--- src/rtl/arf_pkg.sv ---
package arf_pkg;

  localparam int HDR_QUADS = 4;

  typedef enum logic [2:0] {
    SEL_TOKEN = 3'd0,
    SEL_DEST  = 3'd1,
    SEL_SRC   = 3'd2,
    SEL_LOW   = 3'd3,
    SEL_PAY   = 3'd4
  } quadSel_e;

  typedef struct packed {
    logic     latch;
    logic     push;
    quadSel_e sel;
  } dpCtl_t;

  typedef struct packed {
    logic [7:0]  status;
    logic [1:0]  spd;
    logic [3:0]  ack;
    logic [15:0] dst;
    logic [5:0]  lbl;
    logic [1:0]  rt;
    logic [3:0]  tc;
    logic [3:0]  pri;
    logic [15:0] src;
    logic [3:0]  rcode;
    logic [47:0] off;
  } hdr_t;

  function automatic logic tcQuadData(input logic [3:0] tc);
    return (tc == 4'h0) || (tc == 4'h6);
  endfunction

  function automatic logic tcBlockData(input logic [3:0] tc);
    return (tc == 4'h1) || (tc == 4'h7);
  endfunction

  function automatic logic tcBlockLayout(input logic [3:0] tc);
    return (tc == 4'h1) || (tc == 4'h5) || (tc == 4'h7);
  endfunction

  function automatic logic tcIsRequest(input logic [3:0] tc);
    return (tc == 4'h0) || (tc == 4'h1) || (tc == 4'h4) || (tc == 4'h5);
  endfunction

  function automatic logic tcHandled(input logic [3:0] tc);
    return (tc <= 4'h7) && (tc != 4'h3);
  endfunction

endpackage

--- src/rtl/arf_ctrl.sv ---
module arf_ctrl
  import arf_pkg::*;
#(
  parameter int DEPTH = 128,
  parameter int LEN_W = 16,
  parameter int CNT_W = $clog2(DEPTH + 1)
) (
  input  logic             clk,
  input  logic             rstN,
  input  logic             pktValid,
  input  logic [3:0]       pktTCode,
  input  logic [LEN_W-1:0] pktLen,
  input  logic             agentHit,
  input  logic             payValid,
  input  logic [CNT_W-1:0] fillCount,
  output dpCtl_t           dpCtl,
  output logic             rxOverflow
);

  localparam int PQ_W  = LEN_W;
  localparam int SUM_W = ((PQ_W > CNT_W) ? PQ_W : CNT_W) + 2;

  typedef enum logic [1:0] {ST_IDLE, ST_HDR, ST_PAY} state_e;

  state_e           state;
  logic [1:0]       hdrIdx;
  logic [PQ_W-1:0]  payLeft;
  logic             keepPkt;

  logic [LEN_W:0]   lenRound;
  logic [PQ_W-1:0]  payQuads;
  logic [SUM_W-1:0] needQuads;
  logic             fitsWhole;
  logic             ruleDrop;

  // Number of payload quadlets the incoming header implies.
  always_comb begin
    lenRound = {1'b0, pktLen} + (LEN_W + 1)'(3);
    if (tcQuadData(pktTCode))       payQuads = PQ_W'(1);
    else if (tcBlockData(pktTCode)) payQuads = PQ_W'(lenRound[LEN_W:2]);
    else                            payQuads = '0;
  end

  assign needQuads = SUM_W'(payQuads) + SUM_W'(HDR_QUADS);
  assign fitsWhole = (SUM_W'(fillCount) + needQuads) <= SUM_W'(DEPTH);
  assign ruleDrop  = !tcHandled(pktTCode) || (tcIsRequest(pktTCode) && agentHit);

  always_ff @(posedge clk or negedge rstN) begin
    if (!rstN) begin
      state      <= ST_IDLE;
      hdrIdx     <= '0;
      payLeft    <= '0;
      keepPkt    <= 1'b0;
      rxOverflow <= 1'b0;
    end else begin
      unique case (state)
        ST_IDLE: begin
          if (pktValid) begin
            keepPkt <= !ruleDrop && fitsWhole;
            payLeft <= payQuads;
            hdrIdx  <= '0;
            state   <= ST_HDR;
            if (!ruleDrop && !fitsWhole) rxOverflow <= 1'b1;
          end
        end
        ST_HDR: begin
          hdrIdx <= hdrIdx + 2'd1;
          if (hdrIdx == 2'd3) state <= (payLeft != '0) ? ST_PAY : ST_IDLE;
        end
        ST_PAY: begin
          if (payValid) begin
            payLeft <= payLeft - PQ_W'(1);
            if (payLeft == PQ_W'(1)) state <= ST_IDLE;
          end
        end
        default: state <= ST_IDLE;
      endcase
    end
  end

  always_comb begin
    dpCtl.latch = (state == ST_IDLE) && pktValid;
    dpCtl.push  = keepPkt && ((state == ST_HDR) || ((state == ST_PAY) && payValid));
    dpCtl.sel   = (state == ST_HDR) ? quadSel_e'({1'b0, hdrIdx}) : SEL_PAY;
  end

endmodule

--- src/rtl/arf_datapath.sv ---
module arf_datapath
  import arf_pkg::*;
#(
  parameter int                DEPTH   = 128,
  parameter int                ADDR_W  = 8,
  parameter logic [ADDR_W-1:0] RD_ADDR = 'h80,
  parameter int                CNT_W   = $clog2(DEPTH + 1)
) (
  input  logic              clk,
  input  logic              rstN,
  input  dpCtl_t            dpCtl,
  input  hdr_t              hdrIn,
  input  logic [31:0]       payData,
  input  logic              hostRd,
  input  logic [ADDR_W-1:0] hostAddr,
  output logic [31:0]       rdData,
  output logic              rdEmpty,
  output logic [CNT_W-1:0]  fillCount
);

  localparam int PTR_W = (DEPTH > 1) ? $clog2(DEPTH) : 1;

  hdr_t             hdrQ;
  logic [31:0]      wrWord;
  logic [31:0]      mem [DEPTH];
  logic [PTR_W-1:0] wrPtr;
  logic [PTR_W-1:0] rdPtr;
  logic             popNow;
  logic             blockLay;

  function automatic logic [PTR_W-1:0] nextPtr(input logic [PTR_W-1:0] p);
    return (p == PTR_W'(DEPTH - 1)) ? '0 : p + PTR_W'(1);
  endfunction

  always_ff @(posedge clk or negedge rstN) begin
    if (!rstN)            hdrQ <= '0;
    else if (dpCtl.latch) hdrQ <= hdrIn;
  end

  assign blockLay = tcBlockLayout(hdrQ.tc);

  // Build the storage image of the quadlet selected by the control.
  always_comb begin
    unique case (dpCtl.sel)
      SEL_TOKEN: wrWord = {hdrQ.status, 6'd0, hdrQ.spd, 12'd0, hdrQ.ack};
      SEL_DEST:  wrWord = {hdrQ.dst, hdrQ.lbl, hdrQ.rt, hdrQ.tc, hdrQ.pri};
      SEL_SRC:   wrWord = blockLay ? {hdrQ.src, hdrQ.off[47:32]}
                                   : {hdrQ.src, hdrQ.rcode, 12'd0};
      SEL_LOW:   wrWord = blockLay ? hdrQ.off[31:0] : 32'd0;
      default:   wrWord = payData;
    endcase
  end

  always_ff @(posedge clk) begin
    if (dpCtl.push) mem[wrPtr] <= wrWord;
  end

  assign rdEmpty = (fillCount == '0);
  assign popNow  = hostRd && (hostAddr == RD_ADDR) && !rdEmpty;
  assign rdData  = mem[rdPtr];

  always_ff @(posedge clk or negedge rstN) begin
    if (!rstN) begin
      wrPtr     <= '0;
      rdPtr     <= '0;
      fillCount <= '0;
    end else begin
      if (dpCtl.push) wrPtr <= nextPtr(wrPtr);
      if (popNow)     rdPtr <= nextPtr(rdPtr);
      fillCount <= fillCount + CNT_W'(dpCtl.push) - CNT_W'(popNow);
    end
  end

endmodule

--- src/rtl/arf_rx_formatter.sv ---
module arf_rx_formatter
  import arf_pkg::*;
#(
  parameter int                DEPTH   = 128,
  parameter int                LEN_W   = 16,
  parameter int                ADDR_W  = 8,
  parameter logic [ADDR_W-1:0] RD_ADDR = 'h80
) (
  input  logic              clk,
  input  logic              rstN,
  input  logic              pktValid,
  input  logic [3:0]        pktTCode,
  input  logic [5:0]        pktTLabel,
  input  logic [1:0]        pktRetry,
  input  logic [3:0]        pktPrio,
  input  logic [15:0]       pktDstId,
  input  logic [15:0]       pktSrcId,
  input  logic [3:0]        pktRCode,
  input  logic [47:0]       pktOffset,
  input  logic [LEN_W-1:0]  pktLen,
  input  logic [1:0]        pktSpeed,
  input  logic [3:0]        pktAck,
  input  logic [7:0]        pktStatus,
  input  logic              agentHit,
  input  logic              payValid,
  input  logic [31:0]       payData,
  input  logic              hostRd,
  input  logic [ADDR_W-1:0] hostAddr,
  output logic [31:0]       rdData,
  output logic              rdEmpty,
  output logic              rxOverflow
);

  localparam int CNT_W = $clog2(DEPTH + 1);

  dpCtl_t           dpCtl;
  hdr_t             hdrIn;
  logic [CNT_W-1:0] fillCount;
  logic             wrPush;

  assign wrPush = dpCtl.push;

  assign hdrIn = '{status: pktStatus, spd: pktSpeed, ack: pktAck,
                   dst: pktDstId, lbl: pktTLabel, rt: pktRetry,
                   tc: pktTCode, pri: pktPrio, src: pktSrcId,
                   rcode: pktRCode, off: pktOffset};

  arf_ctrl #(.DEPTH(DEPTH), .LEN_W(LEN_W), .CNT_W(CNT_W)) u_ctrl (
    .clk(clk), .rstN(rstN), .pktValid(pktValid), .pktTCode(pktTCode),
    .pktLen(pktLen), .agentHit(agentHit), .payValid(payValid),
    .fillCount(fillCount), .dpCtl(dpCtl), .rxOverflow(rxOverflow)
  );

  arf_datapath #(.DEPTH(DEPTH), .ADDR_W(ADDR_W), .RD_ADDR(RD_ADDR), .CNT_W(CNT_W)) u_dp (
    .clk(clk), .rstN(rstN), .dpCtl(dpCtl), .hdrIn(hdrIn), .payData(payData),
    .hostRd(hostRd), .hostAddr(hostAddr), .rdData(rdData), .rdEmpty(rdEmpty),
    .fillCount(fillCount)
  );

endmodule

--- config.mk ---
export PLATFORM = sky130hd
export DESIGN_NAME = arf_rx_formatter
export DESIGN_NICKNAME = d
export VERILOG_FILES = /design/src/rtl/arf_pkg.sv /design/src/rtl/arf_ctrl.sv /design/src/rtl/arf_datapath.sv /design/src/rtl/arf_rx_formatter.sv
export SDC_FILE = /design/constraint.sdc
export NUM_CORES = 2
export LEC_CHECK = 0
export BUFFER_PORTS_ARGS = -buffer_cell sky130_fd_sc_hd__buf_2
export CAP_MARGIN = 20
export CELL_PAD_IN_SITES_DETAIL_PLACEMENT = 0
export CELL_PAD_IN_SITES_GLOBAL_PLACEMENT = 2
export CORE_UTILIZATION = 26
export DETAILED_ROUTE_END_ITERATION = 8
export PLACE_DENSITY = 0.45
export REMOVE_ABC_BUFFERS = 1
export SLEW_MARGIN = 25
export SYNTH_ARGS = -nofsm -noshare
export SYNTH_HDL_FRONTEND = slang
export SYNTH_SLANG_ARGS = --single-unit
export TNS_END_PERCENT = 5
--- constraint.sdc ---
create_clock -name clk -period 9.9 [get_ports clk]
set_clock_uncertainty 0.1 [all_clocks]
set_input_delay 0.495 -clock clk [delete_from_list [all_inputs] [get_ports clk]]
set_output_delay 0.495 -clock clk [all_outputs]
set_load 0.02 [all_outputs]
Word-level counts from Yosys, hierarchy flattened:

Memories as Yosys holds them, arrays and structs flattened.
Cells that the tools add are included.
Widths: inputs -> output; s select.

* add/sub/neg operators: 9
* order comparisons: 2
* equal/unequal tests: 23
* mux-type cells: 21
* reduce and logical (&&, ||, !) cells: 34

Operator list (number)
* $pmux 32 s4: 1
* $mux 16: 3
* $mux 32: 1
* $pmux 16 s2: 1
* $mux 15: 2
* $eq 4x3->1 const B: 6
* $add 8x18->18: 1
* $le 18x8->1 const B: 1
* $add 16x2->17 const B: 1
* $add 15x3->16 const B: 1
* $eq 16x1->1 const B: 1
* $reduce_bool 16->1: 1
* $sub 16x1->16 const B: 1
* $add 7x1->7 const B: 2
* $eq 7x7->1 const B: 2
* $mux 7: 2
* $mux 2: 6
* $logic_and 1x1->1: 9
* $logic_or 1x1->1: 9
* $add 8x1->8: 1
* $eq 4x1->1 const B: 2
* $eq 8x8->1 const B: 1
* $logic_not 8->1: 1
* $sub 8x1->8: 1
* 21 further kinds: 32

* flip-flop bits (word level): 158
* RAM bits: 4096
* input bits: 176
* word-level logic and storage cells: 109
* memories kept: 1

Memories
* u_dp.mem: words 128, width 32, rd ports 1, clocked after memory_dff 0, write ports 1, RTL line arf_datapath.sv:25 `logic [31:0] mem [DEPTH];`

Logic depth before layout (Yosys ltp):

* depth after elaboration: 10
* gate-level depth with buffers: 18
* gate-level depth less buffers: 18

Modules after synthesis:

Synthesis repeated with hierarchy kept, for this count alone.

* cells, all modules: 8029
* area, all modules: 165506.2 um2

By module, submodules not included
* arf_datapath: times used 1, cells an instance 7771, area each 163430.5 um2, sequential area each 126401.2 um2
* arf_ctrl: times used 1, cells an instance 258, area each 2075.7 um2, sequential area each 550.5 um2

Worst setup path before layout:

No wires, ideal clock.

* kind: reg2reg
* start: reg u_ctrl.hdrIdx[1]
* end: mem u_dp.mem[0][0], data pin
* arrival time: 6.859 ns
* path slack: 1.744 ns
* cell stages (with the launch flop): 8
* buffers on the path: 2
* period minus slack after synthesis: 8.156 ns
* path through: dfrtp_1 clkbuf_1 nor2b_1 and2_1 nor2b_1 clkbuf_1 a221oi_1 o21ai_0

* longest elaborated chain between the ends: 3
* elaborated cells on any way between the ends: 6

RTL lines
* start, declared: RTL line arf_ctrl.sv:26 `logic [1:0] hdrIdx;`
* start signal, assigned: RTL line arf_ctrl.sv:67 `hdrIdx <= hdrIdx + 2'd1;`
* $mux 3 *: RTL line arf_ctrl.sv:84 `dpCtl.sel = (state == ST_HDR) ? quadSel_e'({1'b0, hdrIdx}) : SEL_PAY;`
* $eq 3x2->1 (tied with other cells): RTL line arf_datapath.sv:44 `unique case (dpCtl.sel)`
* $pmux 32 s4 *: RTL line arf_datapath.sv:44
* via u_dp.wrWord[0]: RTL line arf_datapath.sv:24 `logic [31:0] wrWord;`
* end, declared: RTL line arf_datapath.sv:25

The timed path passes the listed nets; every way through them passes the cells marked *.

Worst setup path after layout:

* start: reg u_dp.rdPtr[0]
* end: out rdData[25]

* longest elaborated chain between the ends: 1

RTL lines
* start, declared: RTL line arf_datapath.sv:27 `logic [PTR_W-1:0] rdPtr;`
* start signal, assigned: RTL line arf_datapath.sv:69 `if (popNow) rdPtr <= nextPtr(rdPtr);`
* $mem_v2 128x32
* end, declared: RTL line arf_rx_formatter.sv:29 `output logic [31:0] rdData,`

No other way between the ends.

==> impl_metrics.json <==
{
  "gp_congestion": 0.717,
  "ios": 210,
  "rows": 291,
  "synth_top_area_share_pct": 74.9,
  "yosysTopAreaCell": "edfxtp_1",
  "die_x_um": 797,
  "cts_setup_buffers": 0,
  "synthTopCellsByArea": "edfxtp_1 75%, mux4_2 18%, dfrtp_1 2.4%",
  "cpPeakStageDelay_ps": 970,
  "final_common_cell": "edfxtp_1",
  "critical-path-top-delay-family": "buffers and inverters",
  "setup_viol": 0,
  "die_area_um2": 635000,
  "fin_cells": 16600,
  "firstDrtPassIters": 7,
  "grt_max_degree": 115,
  "hold_buffers": 154,
  "track_usage_pct": 16.6,
  "status": "finished clean",
  "cp-startpoint": "u_dp.rdPtr[0]",
  "worst_pin_slew_ps": 1170,
  "path_class": "reg -> out",
  "syn_area_um2": 164000,
  "dp.cells": 15600,
  "fin_nets": 8038,
  "grt_pass1_vias": 83800,
  "clk_latency_ps": 1040,
  "grt-ovfl-total": 0,
  "ys_dominant_reg_cell": "edfxtp_1",
  "vias_per_cell": 4.76,
  "power.total_mw": 48.5,
  "ant_nets": 0,
  "max_freq_mhz": 148,
  "cts_tree": "done",
  "crit_path_start_kind": "flip-flop",
  "maxSlewViolCount": 0,
  "required_ps": 9310,
  "cp.arrival_ps": 6170,
  "hold_viol": 0,
  "endpoint_kind": "primary output",
  "place_hpwl_um": 283000,
  "rsz0062_at_grt": "false",
  "io_buffers": 209,
  "wl_per_cell_um": 32.3,
  "period_needed_ps": 6760,
  "clock_sinks": 4254,
  "synth-seq-cells": 4254,
  "slowest_stage": "dfrtp_4",
  "seq_area_frac_synth_pct": 77.3,
  "cts_root_buf": "clkbuf_16",
  "p_per_area_nw_per_um2": 249,
  "relSlewSlack_pct": 22.3,
  "path_cells": "buf_12 -> buf_4 -> mux4_2 -> mux4_2 -> mux2_2 -> o21ai_1 -> buf_4 -> o21ai_0 -> buf_2",
  "wl_met1_um": 245000,
  "top_layer": "met5",
  "dieHeight_um": 797,
  "async_flop_share_pct": 3.71,
  "route.met2.wl_um": 255000,
  "min_path_type": "in -> reg",
  "ir_worst_vdd_mv": 0.213,
  "numCtsBuffers": 465,
  "synth_area_per_cell_um2": 23.2,
  "core_area_um2": 629000,
  "cts_buffer_depth": 4,
  "antenna_found_initial": 63,
  "yosys_warnings": 0,
  "p_leak_nw": 58.6,
  "drive_gt1_share_pct": 32.6,
  "finalWirelength_um": 536000,
  "ys_types": 65,
  "path_buf_inv": 4,
  "drc": 0,
  "wl_met3_um": 26400,
  "post_cts_resized": 0,
  "dr.first_iter.drc_count": 7849,
  "grt_pass1_wl_um": 729000,
  "syn2layout_area_growth_pct": 18.4,
  "synth_edf_count": 4096,
  "worst-path-max-fanout": 89,
  "most-common-layout-cells": "4096 x edfxtp_1, 1332 x mux4_2, 476 x nand2_1",
  "htreeDepth": 5,
  "maxCapViolations": 0,
  "start_util_pct": 26.1,
  "fin_util_pct": 30.9,
  "vias": 79100,
  "synthCells": 7093,
  "hold_start": "pktLen[12]",
  "path_clk_slew_ps": 60,
  "rr_startpoint": "u_ctrl.state[0]",
  "finalCritPeriodShare_pct": 68.3
}
[cells in the mapped netlist, drive strengths merged (3+ instances only)]
master and number:
edfxtp 4096, mux4 1332, nand2 483, clkbuf 248
nor2 191, dfrtp 158, buf 129, o21ai 51
a21oi 38, inv 31, mux2i 29, ha 26
a221oi 25, nand3 23, nor2b 23, xnor2 23
mux2 21, nor3 15, xor2 14, a211oi 10
nand4 10, nor4 10, o211ai 10, and2 9
a222oi 7, nand2b 6, or3 6, a21o 5
a31oi 5, o21bai 5, o21a 4, o22ai 4
o31a 4, or4 4, a21boi 3
[worst paths after layout]
kind	cells after the start	slack [ps]	end
min in group asynchronous	3	370	u_dp.rdPtr[5]
min	4	100	u_ctrl.payLeft[10]
min reg2reg	2	370	u_dp.hdrQ[44]
max reg2reg	10	5200	u_dp.mem[21][21]
max in group asynchronous	5	7690	u_dp.hdrQ[84]
max	9	3140	rdData[25]
[report_power, final]
| part | total [mW] | internal [mW] | leakage [nW] | switching (mW) |
|---|---|---|---|---|
| clock network | 16.8 | 9.53 | 7.10 | 7.27 |
| registers | 24.2 | 24.0 | 39.1 | 0.197 |
| logic | 7.44 | 1.38 | 12.5 | 6.06 |
[cell families (layout without fill, tap and decap cells)]
group / Yosys count / count (layout) / synth area share [%]
buf+inv: 408 / 1533 / 0.954
fa+ha+maj: 28 / 28 / 0.222
other cells: 0 / 53 / 0
flops: 4254 / 4254 / 77.3
mux: 1382 / 1382 / 18.6
simple gates: 792 / 792 / 1.98
compound gates: 192 / 192 / 0.802
xor+xnor: 37 / 37 / 0.197
[area by class of cell]
class                      instances  area, um2
tap                             8350      10400
multi-input combinational       2431      37200
fill                           60200     434000
antenna                           53        133
timing repair buffer             651       5160
clock buffer                     581      12200
sequential                      4254     127000
inverter                          31        116
clock inverter                   270       2260
[state kept, by name (all words and copies together) (netlist names)]
register	cells
u_ctrl.payLeft	16
u_dp.mem	4096
u_ctrl.hdrIdx	2
u_dp.fillCount	8
u_ctrl.rxOverflow	1
u_dp.rdPtr	7
u_ctrl.state	2
u_ctrl.keepPkt	1
u_dp.wrPtr	7
u_dp.hdrQ	114
[worst reg2reg max path: stages, from the launching register on]
cell and delay (ps):
dfrtp_1 430, nor2b_1 130, buf_4 210, and2_1 250, o21ai_1 110, buf_4 220, inv_1 480, and2_1 410
nand2_2 660, nor2_4 630, buf_4 660
[stage by stage]
stage	hold slack [ps]	area [um2]	setup slack, ps	TNS, ps
finish	103	194000	3140	0
global route	78.5	194000	2670	0
CTS	4.90	194000	2850	0
detailed placement	359	178000	3950	0
global placement	358	178000	3530	0
floorplan	99.4	163000	-31970	-1229020
[per-layer routing]
metal  track usage (%)  vias up
li1                  -    31700
met1              23.9    44700
met2              27.0     2087
met3              2.17      602
met4              3.16       14
met5                 0        -
Note: power is estimated with default switching activity, not from simulation.
